`src/rtl/chop_pkg.sv`:
```
// Shared types for the current chopper.
package chop_pkg;
    // Phases of a chop sequence; CH_IDLE means requests pass through.
    typedef enum logic [1:0] {
        CH_IDLE     = 2'd0,
        CH_DEAD_IN  = 2'd1,
        CH_OFF      = 2'd2,
        CH_DEAD_OUT = 2'd3
    } chop_state_e;
endpackage

```
`src/rtl/chop_trip_filter.sv`:
```
// Digital time filter on the comparator bit: trip_ok is high once the raw
// input has been sampled high FILT_LEN times in a row. Assumes trip_raw is
// already synchronous to clk.
module chop_trip_filter #(
    parameter int FILT_LEN = 8
) (
    input  logic clk,
    input  logic rst_n,
    input  logic trip_raw,
    output logic trip_ok
);
    localparam int W = $clog2(FILT_LEN + 1);
    localparam logic [W-1:0] FULL = W'(FILT_LEN);

    logic [W-1:0] run_q;

    // Count consecutive high samples, saturating at FULL.
    always_ff @(posedge clk) begin
        if (!rst_n)
            run_q <= '0;
        else if (!trip_raw)
            run_q <= '0;
        else if (run_q != FULL)
            run_q <= run_q + 1'b1;
    end

    assign trip_ok = (run_q == FULL);
endmodule

```
`src/rtl/chop_blank_timer.sv`:
```
// Leading-edge blanking: each restart pulse opens a window of BLANK_CYC
// cycles during which blanking is high. Assumes restart is one cycle wide.
module chop_blank_timer #(
    parameter int BLANK_CYC = 32
) (
    input  logic clk,
    input  logic rst_n,
    input  logic restart,
    output logic blanking
);
    localparam int W = $clog2(BLANK_CYC + 1);

    logic [W-1:0] left_q;

    // Reload on restart, otherwise count down to zero.
    always_ff @(posedge clk) begin
        if (!rst_n)
            left_q <= '0;
        else if (restart)
            left_q <= W'(BLANK_CYC);
        else if (left_q != '0)
            left_q <= left_q - 1'b1;
    end

    assign blanking = (left_q != '0);
endmodule

```
`src/rtl/chop_offtime_fsm.sv`:
```
// Sequencer for one chop: dead-in, fixed off phase, dead-out, then idle.
// Trips are only sampled in idle, so a running sequence cannot restart.
// Assumes DEAD_CYC >= 1 and OFF_CYC >= 1.
module chop_offtime_fsm
    import chop_pkg::*;
#(
    parameter int DEAD_CYC = 64,
    parameter int OFF_CYC  = 960
) (
    input  logic        clk,
    input  logic        rst_n,
    input  logic        trip_ok,
    input  logic        blanking,
    output chop_state_e state,
    output logic        resume_done
);
    localparam int MAXC = (DEAD_CYC > OFF_CYC) ? DEAD_CYC : OFF_CYC;
    localparam int W    = $clog2(MAXC + 1);

    chop_state_e  state_q;
    logic [W-1:0] cnt_q;
    logic         accept;

    assign accept      = (state_q == CH_IDLE) && trip_ok && !blanking;
    assign resume_done = (state_q == CH_DEAD_OUT) && (cnt_q == '0);

    // Advance the phase when its down-counter expires.
    always_ff @(posedge clk) begin
        if (!rst_n) begin
            state_q <= CH_IDLE;
            cnt_q   <= '0;
        end else begin
            unique case (state_q)
                CH_IDLE: if (accept) begin
                    state_q <= CH_DEAD_IN;
                    cnt_q   <= W'(DEAD_CYC - 1);
                end
                CH_DEAD_IN: if (cnt_q == '0) begin
                    state_q <= CH_OFF;
                    cnt_q   <= W'(OFF_CYC - 1);
                end else cnt_q <= cnt_q - 1'b1;
                CH_OFF: if (cnt_q == '0) begin
                    state_q <= CH_DEAD_OUT;
                    cnt_q   <= W'(DEAD_CYC - 1);
                end else cnt_q <= cnt_q - 1'b1;
                CH_DEAD_OUT: if (cnt_q == '0) begin
                    state_q <= CH_IDLE;
                end else cnt_q <= cnt_q - 1'b1;
                default: state_q <= CH_IDLE;
            endcase
        end
    end

    assign state = state_q;
endmodule

```
`src/rtl/chop_gate_mux.sv`:
```
// Per-phase gate override: pass-through in idle, low side off in both dead
// intervals, low-side request steered to the high side in the off phase.
module chop_gate_mux
    import chop_pkg::*;
#(
    parameter int PHASES = 3
) (
    input  chop_state_e       state,
    input  logic [PHASES-1:0] hs_req,
    input  logic [PHASES-1:0] ls_req,
    output logic [PHASES-1:0] hs_gate,
    output logic [PHASES-1:0] ls_gate
);
    for (genvar p = 0; p < PHASES; p++) begin : g_leg
        // Select this leg's gate pair from the chop phase.
        always_comb begin
            unique case (state)
                CH_IDLE: begin
                    hs_gate[p] = hs_req[p];
                    ls_gate[p] = ls_req[p];
                end
                CH_OFF: begin
                    hs_gate[p] = hs_req[p] | ls_req[p];
                    ls_gate[p] = 1'b0;
                end
                default: begin
                    hs_gate[p] = hs_req[p];
                    ls_gate[p] = 1'b0;
                end
            endcase
        end
    end
endmodule

```
`src/rtl/chop_current_limiter.sv`:
```
// Fixed off-time current chopper with filtered trip input, leading-edge
// blanking and high-side recirculation. Assumes all inputs are synchronous
// to clk; times are counted in clk cycles (defaults sized for 40 MHz).
module chop_current_limiter
    import chop_pkg::*;
#(
    parameter int PHASES    = 3,
    parameter int FILT_LEN  = 8,
    parameter int BLANK_CYC = 32,
    parameter int DEAD_CYC  = 64,
    parameter int OFF_CYC   = 960
) (
    input  logic              clk,
    input  logic              rst_n,
    input  logic              trip_raw,
    input  logic              pwm_edge,
    input  logic [PHASES-1:0] hs_req,
    input  logic [PHASES-1:0] ls_req,
    output logic [PHASES-1:0] hs_gate,
    output logic [PHASES-1:0] ls_gate,
    output logic              chopping
);
    logic        trip_ok;
    logic        blanking;
    logic        resume_done;
    chop_state_e state;

    chop_trip_filter #(.FILT_LEN(FILT_LEN)) u_filt (
        .clk(clk), .rst_n(rst_n), .trip_raw(trip_raw), .trip_ok(trip_ok)
    );

    chop_blank_timer #(.BLANK_CYC(BLANK_CYC)) u_blank (
        .clk(clk), .rst_n(rst_n), .restart(pwm_edge | resume_done),
        .blanking(blanking)
    );

    chop_offtime_fsm #(.DEAD_CYC(DEAD_CYC), .OFF_CYC(OFF_CYC)) u_fsm (
        .clk(clk), .rst_n(rst_n), .trip_ok(trip_ok), .blanking(blanking),
        .state(state), .resume_done(resume_done)
    );

    chop_gate_mux #(.PHASES(PHASES)) u_mux (
        .state(state), .hs_req(hs_req), .ls_req(ls_req),
        .hs_gate(hs_gate), .ls_gate(ls_gate)
    );

    assign chopping = (state != CH_IDLE);
endmodule

```
`config.mk`:
```
export PLATFORM = sky130hd
export DESIGN_NAME = chop_current_limiter
export DESIGN_NICKNAME = d
export VERILOG_FILES = /design/src/rtl/chop_pkg.sv /design/src/rtl/chop_trip_filter.sv /design/src/rtl/chop_blank_timer.sv /design/src/rtl/chop_offtime_fsm.sv /design/src/rtl/chop_gate_mux.sv /design/src/rtl/chop_current_limiter.sv
export SDC_FILE = /design/constraint.sdc
export NUM_CORES = 1
export LEC_CHECK = 0
export ABC_AREA = 0
export BUFFER_PORTS_ARGS = -buffer_cell sky130_fd_sc_hd__buf_2
export CAP_MARGIN = 10
export CORE_UTILIZATION = 50
export CTS_CLUSTER_DIAMETER = 120
export DETAILED_ROUTE_END_ITERATION = 6
export HOLD_SLACK_MARGIN = 0.08
export MAX_ROUTING_LAYER = met4
export PLACE_DENSITY = 0.81
export SYNTH_ARGS = -nofsm -noshare
export SYNTH_HDL_FRONTEND = slang
export SYNTH_HIERARCHICAL = 1
export SYNTH_SLANG_ARGS = --single-unit
```
`constraint.sdc`:
```
create_clock -name clk -period 3.25 [get_ports clk]
set_input_delay 0.975 -clock clk [delete_from_list [all_inputs] [get_ports clk]]
set_output_delay 0.975 -clock clk [all_outputs]
set_load 0.02 [all_outputs]
```
; Word-level counts from Yosys, hierarchy flattened
; Index checks and enable logic that the tools add are counted.
[totals]
reg_bits = 22
in_bits = 10
out_inout_bits = 7
[op_classes]
addsub = 3
eq_ne = 10
muxes = 18
bitwise = 5
reduce_logical = 13
[op_table]
columns = operator, n
row1 = $mux 10, 4
row2 = $pmux 10 s4, 1
row3 = $mux 6, 2
row4 = $logic_not 10->1, 1
row5 = $sub 10x1->10 const B, 1
row6 = $mux 2, 4
row7 = $pmux 2 s4, 1
row8 = $mux 1, 6
row9 = $ne 2x1->1 const B, 3
row10 = $reduce_bool 6->1, 1
row11 = $sub 6x1->6 const B, 1
row12 = $add 4x1->4 const B, 1
row13 = $eq 2x2->1 const B, 2
row14 = $eq 4x4->1 const B, 1
row15 = $ne 2x2->1 const B, 2
row16 = $ne 4x4->1 const B, 1
row17 = $or 1x1->1, 4
row18 = $reduce_and 2->1, 2
row19 = $reduce_and 4->1, 1
row20 = $reduce_bool 2->1, 2
row21 = $logic_and 1x1->1, 3
row22 = $eq 2x1->1 const B, 1
row23 = $logic_not 2->1, 1
row24 = $reduce_or 2->1, 1
row25 = 2 further kinds, 2

; Logic depth before layout (Yosys ltp)
; Gate-level depths: netlist of run 1.
[logic_depth]
ltp_word = 5
depth_mapped = 10

; By module
; Netlist of run 1, hierarchy kept.
[modules_own_cells]
columns = module, n_inst, cells_each, area_each_um2
row1 = chop_offtime_fsm, 1, 98, 858.3
row2 = chop_blank_timer, 1, 34, 326.6
row3 = chop_trip_filter, 1, 23, 219.0
row4 = chop_gate_mux, 1, 8, 58.8
row5 = chop_current_limiter, 1, 2, 12.5

; Worst setup path before layout of run 1
; Ideal clock, no wire load.
[synth_path]
path_kind = register to register
startpoint = reg u_blank.left_q[0]
endpoint = reg u_fsm.cnt_q[9]
setup_ns = 0.086
t_arrival_ns = 2.098
required_ns = 3.164
path_slack_ns = 1.066
path_stages_with_launch = 11
n_path_buf = 0
period_less_slack_ns = 2.184
cell_sequence = dfxtp_1 > inv_1 > ha_1 > or2b_2 > nor2_8 > inv_2 > nand2b_1 > and2_1 > a2111oi_0 > a31oi_1 > a211oi_1
[synth_via]
elab_chain_cells = 5
[synth_rtl]
columns = element, line
row1 = "start, declared", chop_blank_timer.sv:13  ; logic [W-1:0] left_q;
row2 = "start signal, assigned", chop_blank_timer.sv:20  ; left_q <= W'(BLANK_CYC);
row3 = "start signal, assigned", chop_blank_timer.sv:22  ; left_q <= left_q - 1'b1;
row4 = $reduce_bool 6->1, chop_blank_timer.sv:25  ; assign blanking = (left_q != '0);
row5 = via blanking, chop_current_limiter.sv:24  ; logic blanking;
row6 = $logic_not 1->1, chop_offtime_fsm.sv:24  ; assign accept = (state_q == CH_IDLE) && trip_ok && !blanking;
row7 = $logic_and 1x1->1, chop_offtime_fsm.sv:24
row8 = $ne 2x1->1 (no line), n/a
row9 = $reduce_and 2->1 (no line), n/a
row10 = "end signal, assigned", chop_offtime_fsm.sv:36  ; cnt_q <= W'(DEAD_CYC - 1);
row11 = "end signal, assigned", chop_offtime_fsm.sv:40  ; cnt_q <= W'(OFF_CYC - 1);
row12 = "end signal, assigned", chop_offtime_fsm.sv:41  ; end else cnt_q <= cnt_q - 1'b1;
row13 = "end, declared", chop_offtime_fsm.sv:21  ; logic [W-1:0] cnt_q;
; The timed path passes the listed nets, and every way through them passes these cells.
; A chain may end at the register's enable or synchronous reset.

; Worst setup path after layout of run 1
; Same ends and word-level chain as after synthesis.

==> results.toml, run 1 <==
[run_status]
outcome = "complete, no violations"

[job]
maxCapViolCount = 0

[die]
die_y_um = 56.3
fp.coreArea_mm2 = 0.00278
die_area_mm2 = 0.00317
ios = 17
initial_core_util = 0.530
fp.dieW_um = 56.3
rows = 19

[sta]
tightest_slew_ps = 691
clock.fmax_mhz = 397
min_period_ps = 2520
fin_worst_skew_ps = 8.40
post-route-period-util = 0.774
setup_viol = 0
hold_slack_ps = 502
finalHoldViolCount = 0
slew_violations = 0
relSlewSlack = 0.537
fin_tns_setup_ps = 0
rsz0062_at_grt = "false"

[logic_synthesis]
yosysUniqueCellTypes = 50
synth_fa_ha_area_frac = 0.0933
synthCells = 165
synthMuxAreaShare = 0.0204
syn_area_mm2 = 0.00148
avgSynthCellArea_um2 = 8.94
synth_xor_area_frac = 0.0416
ys_seq_area_frac = 0.299
postSynthNetCount = 186
yosys_warnings = 6
ys_ff_latch = 22
synth_compound_area_frac = 0.221
synth_top_family_by_area = "simple AND/OR/NAND/NOR gates"
synthSimpleGateAreaFrac = 0.282

[worst_setup_path]
path_class = "flop to flop"
cp.required_ps = 3490
r2r_start = "u_blank/left_q[0]$_SDFFE_PP0P_"
r2r_setup_slack_ps = 730
r2r_end = "u_fsm/cnt_q[9]$_SDFFE_PN0P_"
cp_max_fo = 5
critPathCapture = "u_fsm/cnt_q[9]$_SDFFE_PN0P_"
cp-end-kind = "flop"
crit_arrival_ps = 2760
startpoint = "u_blank/left_q[0]$_SDFFE_PP0P_"
r2r_cells = 10
start_kind = "flop"

[clocking]
cts_resized = 0
cts.sinks = 22
cts_hold_buf = 0
cts-root-buf = "clkbuf_4"
cts.clk_slew.worst_paths_ps = 140
clk_latency_ps = 320
cts_tree = "yes"
numCtsBuffers = 3
cts_max_level = 1
post_cts_buffers = 0
cts_buffer_depth = 2

[final_layout]
finalNonFillerCells = 213
layout_common_cells = "22 x dfxtp_1, 16 x buf_2, 12 x inv_1"
fin_nets = 204
multi_input_area_um2 = 972
fillers = 260
utilization = 0.587
drive_above_1_share = 0.187
seq_area_um2 = 440
area_growth_pct = 10.7
layout_commonest_cell = "dfxtp_1"
n_antenna_cell = 0

[global_routing]
antenna_found_initial = 0
grt_max_degree = 24
grt_pass1_wl_um = 5350
grt_overflow_total = 0
grt_pass1_vias = 1217
track_usage = 0.215

[pwr]
power_frac_seq = 0.253
total_power_uw = 1760
ir_worst_vdd_v = 0.000931
combPwrFrac = 0.624
sw_frac_of_total = 0.472
p_per_area_mw_per_mm2 = 1080
internal-power_uw = 929
p_leak_uw = 0.000666
clockPowerShare = 0.123
p_sw_uw = 829

[placement]
portBuffers = 16
post-dp-hpwl_um = 2280
gp_congestion = 0.937
place_inst = 209

[route]
drtIter0Drc = 61
num_vias = 1274
drt-total-wl_um = 3070
drc = 0
routedWlPerCell_um = 14.4
firstDrtPassIters = 4
drtAntennaViolNets = 0
vias_per_cell = 5.98

[hold_path]
hold_path.class = "flop to flop"
[power groups by stage]
stage / logic, uW / clock network, uW / registers (uW)
floorplan: 905 / 0 / 419
global route: 1210 / 234 / 459
CTS: 1090 / 221 / 446
global placement: 1050 / 0 / 444
finish: 1100 / 215 / 445
detailed placement: 1080 / 0 / 452
[metal layers]
metal	up-vias	routed length (um)	global-route usage
li1	639	-	-
met1	593	1370	0.274
met2	40	1540	0.366
met3	2	146	0.0415
met4	0	17	0.0244
met5	-	0	-
[layout make-up]
type	count	area share
Timing Repair Buffer	16	0.0490
Tap cell	31	0.0238
Sequential cell	22	0.270
Multi-Input combinational cell	127	0.595
Clock buffer	3	0.0138
Inverter	13	0.0299
Clock inverter	1	0.0184
[sequential cells by signal (all words and copies together), names as in the netlist]
signal / flops
u_fsm/cnt_q: 10
u_blank/left_q: 6
u_filt/run_q: 4
u_fsm/state: 2
[cells in the mapped netlist (all sizes together)]
| cell type | n | area (um2) |
|---|---|---|
| dfxtp | 22 | 440 |
| inv | 13 | 48.8 |
| nand3 | 12 | 72.6 |
| nor3 | 12 | 70.1 |
| ha | 11 | 138 |
| a21oi | 10 | 53.8 |
| nor2 | 10 | 53.8 |
| o31ai | 6 | 45.0 |
| xnor2 | 6 | 52.6 |
| o21ai | 5 | 25.0 |
| a21o | 4 | 30.0 |
| and2 | 4 | 25.0 |
| nor3b | 4 | 35.0 |
| o221a | 4 | 45.0 |
| a21boi | 3 | 22.5 |
| mux2i | 3 | 30.0 |
| nand2b | 3 | 18.8 |
| nand3b | 3 | 22.5 |
| nor2b | 3 | 26.3 |
| a211oi | 2 | 20.0 |
| a22oi | 2 | 15.0 |
| a31oi | 2 | 12.5 |
| buf | 2 | 10.0 |
| nand2 | 2 | 7.51 |
| nor4 | 2 | 27.5 |
| or2 | 2 | 12.5 |
| a2111oi | 1 | 8.76 |
| a2bb2oi | 1 | 15.0 |
| a32oi | 1 | 8.76 |
| and3b | 1 | 8.76 |
| clkbuf | 1 | 3.75 |
| nor4b | 1 | 8.76 |
| o211ai | 1 | 7.51 |
| o21bai | 1 | 11.3 |
| o22ai | 1 | 6.26 |
| or2b | 1 | 8.76 |
| or3 | 1 | 11.3 |
| or4 | 1 | 7.51 |
| xor2 | 1 | 8.76 |
[cells by family (layout without fill, tap and decap cells)]
logic type / count (synthesis) / after routing
flops: 22 / 22
compound gates: 44 / 44
xor+xnor: 7 / 7
mux: 3 / 3
simple gates: 62 / 62
fa+ha+maj: 11 / 11
buf+inv: 16 / 33
[worst max-delay path: stages, from the launching register on]
cell and delay (ps):
dfxtp_1 380, inv_1 110, ha_1 180, or2b_2 370, nor2_8 120, inv_2 50, nand2b_1 180, and2_1 230
a2111oi_0 450, a31oi_1 150, a211oi_1 230
[through the flow]
step | instance area, um2 | worst slack [ps]
floorplan | 1480 | 1070
global placement | 1580 | 902
detailed placement | 1580 | 838
CTS | 1630 | 789
global route | 1630 | 584
finish | 1630 | 733
[how the worst min path moves through the flow]
| stage | to | from | slack [ps] | cells past startpoint |
|---|---|---|---|---|
| after floorplan | u_filt/run_q[3]$_SDFFE_PN0P_ | u_filt/run_q[3]$_SDFFE_PN0P_ | 450 | 2 |
| after global placement | u_filt/run_q[3]$_SDFFE_PN0P_ | u_filt/run_q[3]$_SDFFE_PN0P_ | 470 | 2 |
| after detailed placement | u_filt/run_q[3]$_SDFFE_PN0P_ | u_filt/run_q[3]$_SDFFE_PN0P_ | 480 | 2 |
| after CTS | u_filt/run_q[3]$_SDFFE_PN0P_ | u_filt/run_q[3]$_SDFFE_PN0P_ | 500 | 2 |
| after global routing | u_filt/run_q[3]$_SDFFE_PN0P_ | u_filt/run_q[3]$_SDFFE_PN0P_ | 540 | 2 |
| final | u_filt/run_q[3]$_SDFFE_PN0P_ | u_filt/run_q[3]$_SDFFE_PN0P_ | 500 | 2 |
Note: power is estimated with default switching activity, not from simulation.
==> run 2, diff against run 1 <==
PLACE_DENSITY = 0.84   (was 0.81)
clock period = 2.05 ns   (was 3.25 ns; I/O delays follow)
==> results.toml, run 2 (synthesized netlist as in run 1, its figures left out) <==
[route]
drt-total-wl_um = 3260
routedWlPerCell_um = 14.5
vias_per_cell = 5.91
firstDrtPassIters = 4
num_vias = 1330
drtAntennaViolNets = 0
drc = 0
drtIter0Drc = 86

[die]
fp.coreArea_mm2 = 0.00278
fp.dieW_um = 56.3
initial_core_util = 0.530
ios = 17
rows = 19
die_area_mm2 = 0.00317
die_y_um = 56.3

[final_layout]
largest_reg_flops = 10
finalNonFillerCells = 225
n_antenna_cell = 0
area_growth_pct = 19.2
drive_above_1_share = 0.273
top_register = "u_fsm/cnt_q"
final_cell_area_mm2 = 0.00176
layout_common_cells = "21 x dfxtp_1, 16 x buf_2, 12 x buf_4"
layout_commonest_cell = "dfxtp_1"
fin_nets = 216
fillers = 219
reg_top3 = "u_fsm/cnt_q (10), u_blank/left_q (6), u_filt/run_q (4)"

[worst_setup_path]
r2r_cells = 10
r2r_setup_slack_ps = 50
path_class = "flop to flop"
start_kind = "flop"
r2r_start = "u_blank/left_q[1]$_SDFFE_PP0P_"
crit_arrival_ps = 2220
cp_max_fo = 5
cp.required_ps = 2280
r2r_end = "u_fsm/cnt_q[7]$_SDFFE_PN0P_"
cp-end-kind = "flop"

[placement]
place_inst = 218
post-dp-hpwl_um = 2380
place_area_mm2 = 0.00166
gp_congestion = 0.849
portBuffers = 16
place_ws_ps = -97.5

[sta]
hold_slack_ps = 505
post-route-period-util = 0.975
finalHoldViolCount = 0
tightest_slew_ps = 475
slew_violations = 0
layout_setup_ws_ps = 52.2
min_period_ps = 2000
setup_viol = 0
clock.fmax_mhz = 501
fin_worst_skew_ps = 8.19
relSlewSlack = 0.681

[clocking]
numCtsBuffers = 3
cts.sinks = 22
cts.clk_slew.worst_paths_ps = 130
cts-root-buf = "clkbuf_4"
cts_max_level = 1
cts_tree = "yes"
clk_latency_ps = 310
cts_buffer_depth = 2

[pwr]
p_leak_uw = 0.000738
p_per_area_mw_per_mm2 = 1730
total_power_uw = 3040
ir_worst_vdd_v = 0.00141

[global_routing]
grt_pass1_wl_um = 5470
track_usage = 0.219
grt_max_degree = 24
grt_pass1_vias = 1321
grt_overflow_total = 0
antenna_found_initial = 0

[hold_path]
hp-start = "u_filt/run_q[3]$_SDFFE_PN0P_"
hold_path_depth = 2
hold_path.class = "flop to flop"
min_to = "u_filt/run_q[3]$_SDFFE_PN0P_"

[job]
maxCapViolCount = 0

[run_status]
outcome = "complete, no violations"
[run 2: worst max-delay path, cell delays in order, from the launching register on]
cell      delay, ps
dfxtp_2         350
inv_2            80
ha_4            140
or2b_4          290
nor2_8           90
inv_2            50
nand2b_4        150
a21o_1          250
nor2_1          170
nand3_1         120
o31ai_1         240
[run 2: worst max-delay path by stage]
stage / startpoint / end / slack [ps] / cells after the start
4_1_cts: u_blank/left_q[1]$_SDFFE_PP0P_ / u_fsm/cnt_q[9]$_SDFFE_PN0P_ / 30 / 10
5_1_grt: u_blank/left_q[1]$_SDFFE_PP0P_ / u_fsm/cnt_q[2]$_SDFFE_PN0P_ / -7 / 10
6_report: u_blank/left_q[1]$_SDFFE_PP0P_ / u_fsm/cnt_q[7]$_SDFFE_PN0P_ / 50 / 10
3_5_place_dp: u_blank/left_q[1]$_SDFFE_PP0P_ / u_fsm/cnt_q[9]$_SDFFE_PN0P_ / -100 / 10
3_3_place_gp: u_blank/left_q[1]$_SDFFE_PP0P_ / u_fsm/cnt_q[9]$_SDFFE_PN0P_ / 20 / 10
2_1_floorplan: u_blank/left_q[0]$_SDFFE_PP0P_ / u_fsm/cnt_q[9]$_SDFFE_PN0P_ / 10 / 10
[run 2: power by group]
group          switching, uW  internal, uW
clock network            137           108
logic                   1150           952
registers                154           538
total                   1440          1600
[run 2: metal layers]
layer	part of all wire	track usage
met1	0.45	0.265
met4	0.0064	0.0697
met3	0.059	0.0438
met2	0.48	0.367
met5	0	-
[run 2: timing repair]
item | 4_1_cts | 5_1_grt
hold buffers | 0 | 0
buffers inserted | 1 | 2
pin swaps | 2 | 4
endpoints found under the setup margin | 2 | 5
gates resized for setup | 4 | 3
[run 2: cell type report]
type,count,area [um2],area share
Multi-Input combinational cell,127,1020,0.581
Tap cell,31,38.8,0.0221
Sequential cell,22,442,0.251
Inverter,13,48.8,0.0278
Timing Repair Buffer,28,170,0.0968
Clock buffer,4,36.3,0.0206
[run 2: metrics by stage]
step                      utilization  TNS, ps
after detailed placement        0.596     -101
final                           0.632        0
after CTS                       0.621        0
after global routing            0.632    -8.65
after floorplan                     -        0
after global placement          0.596        0
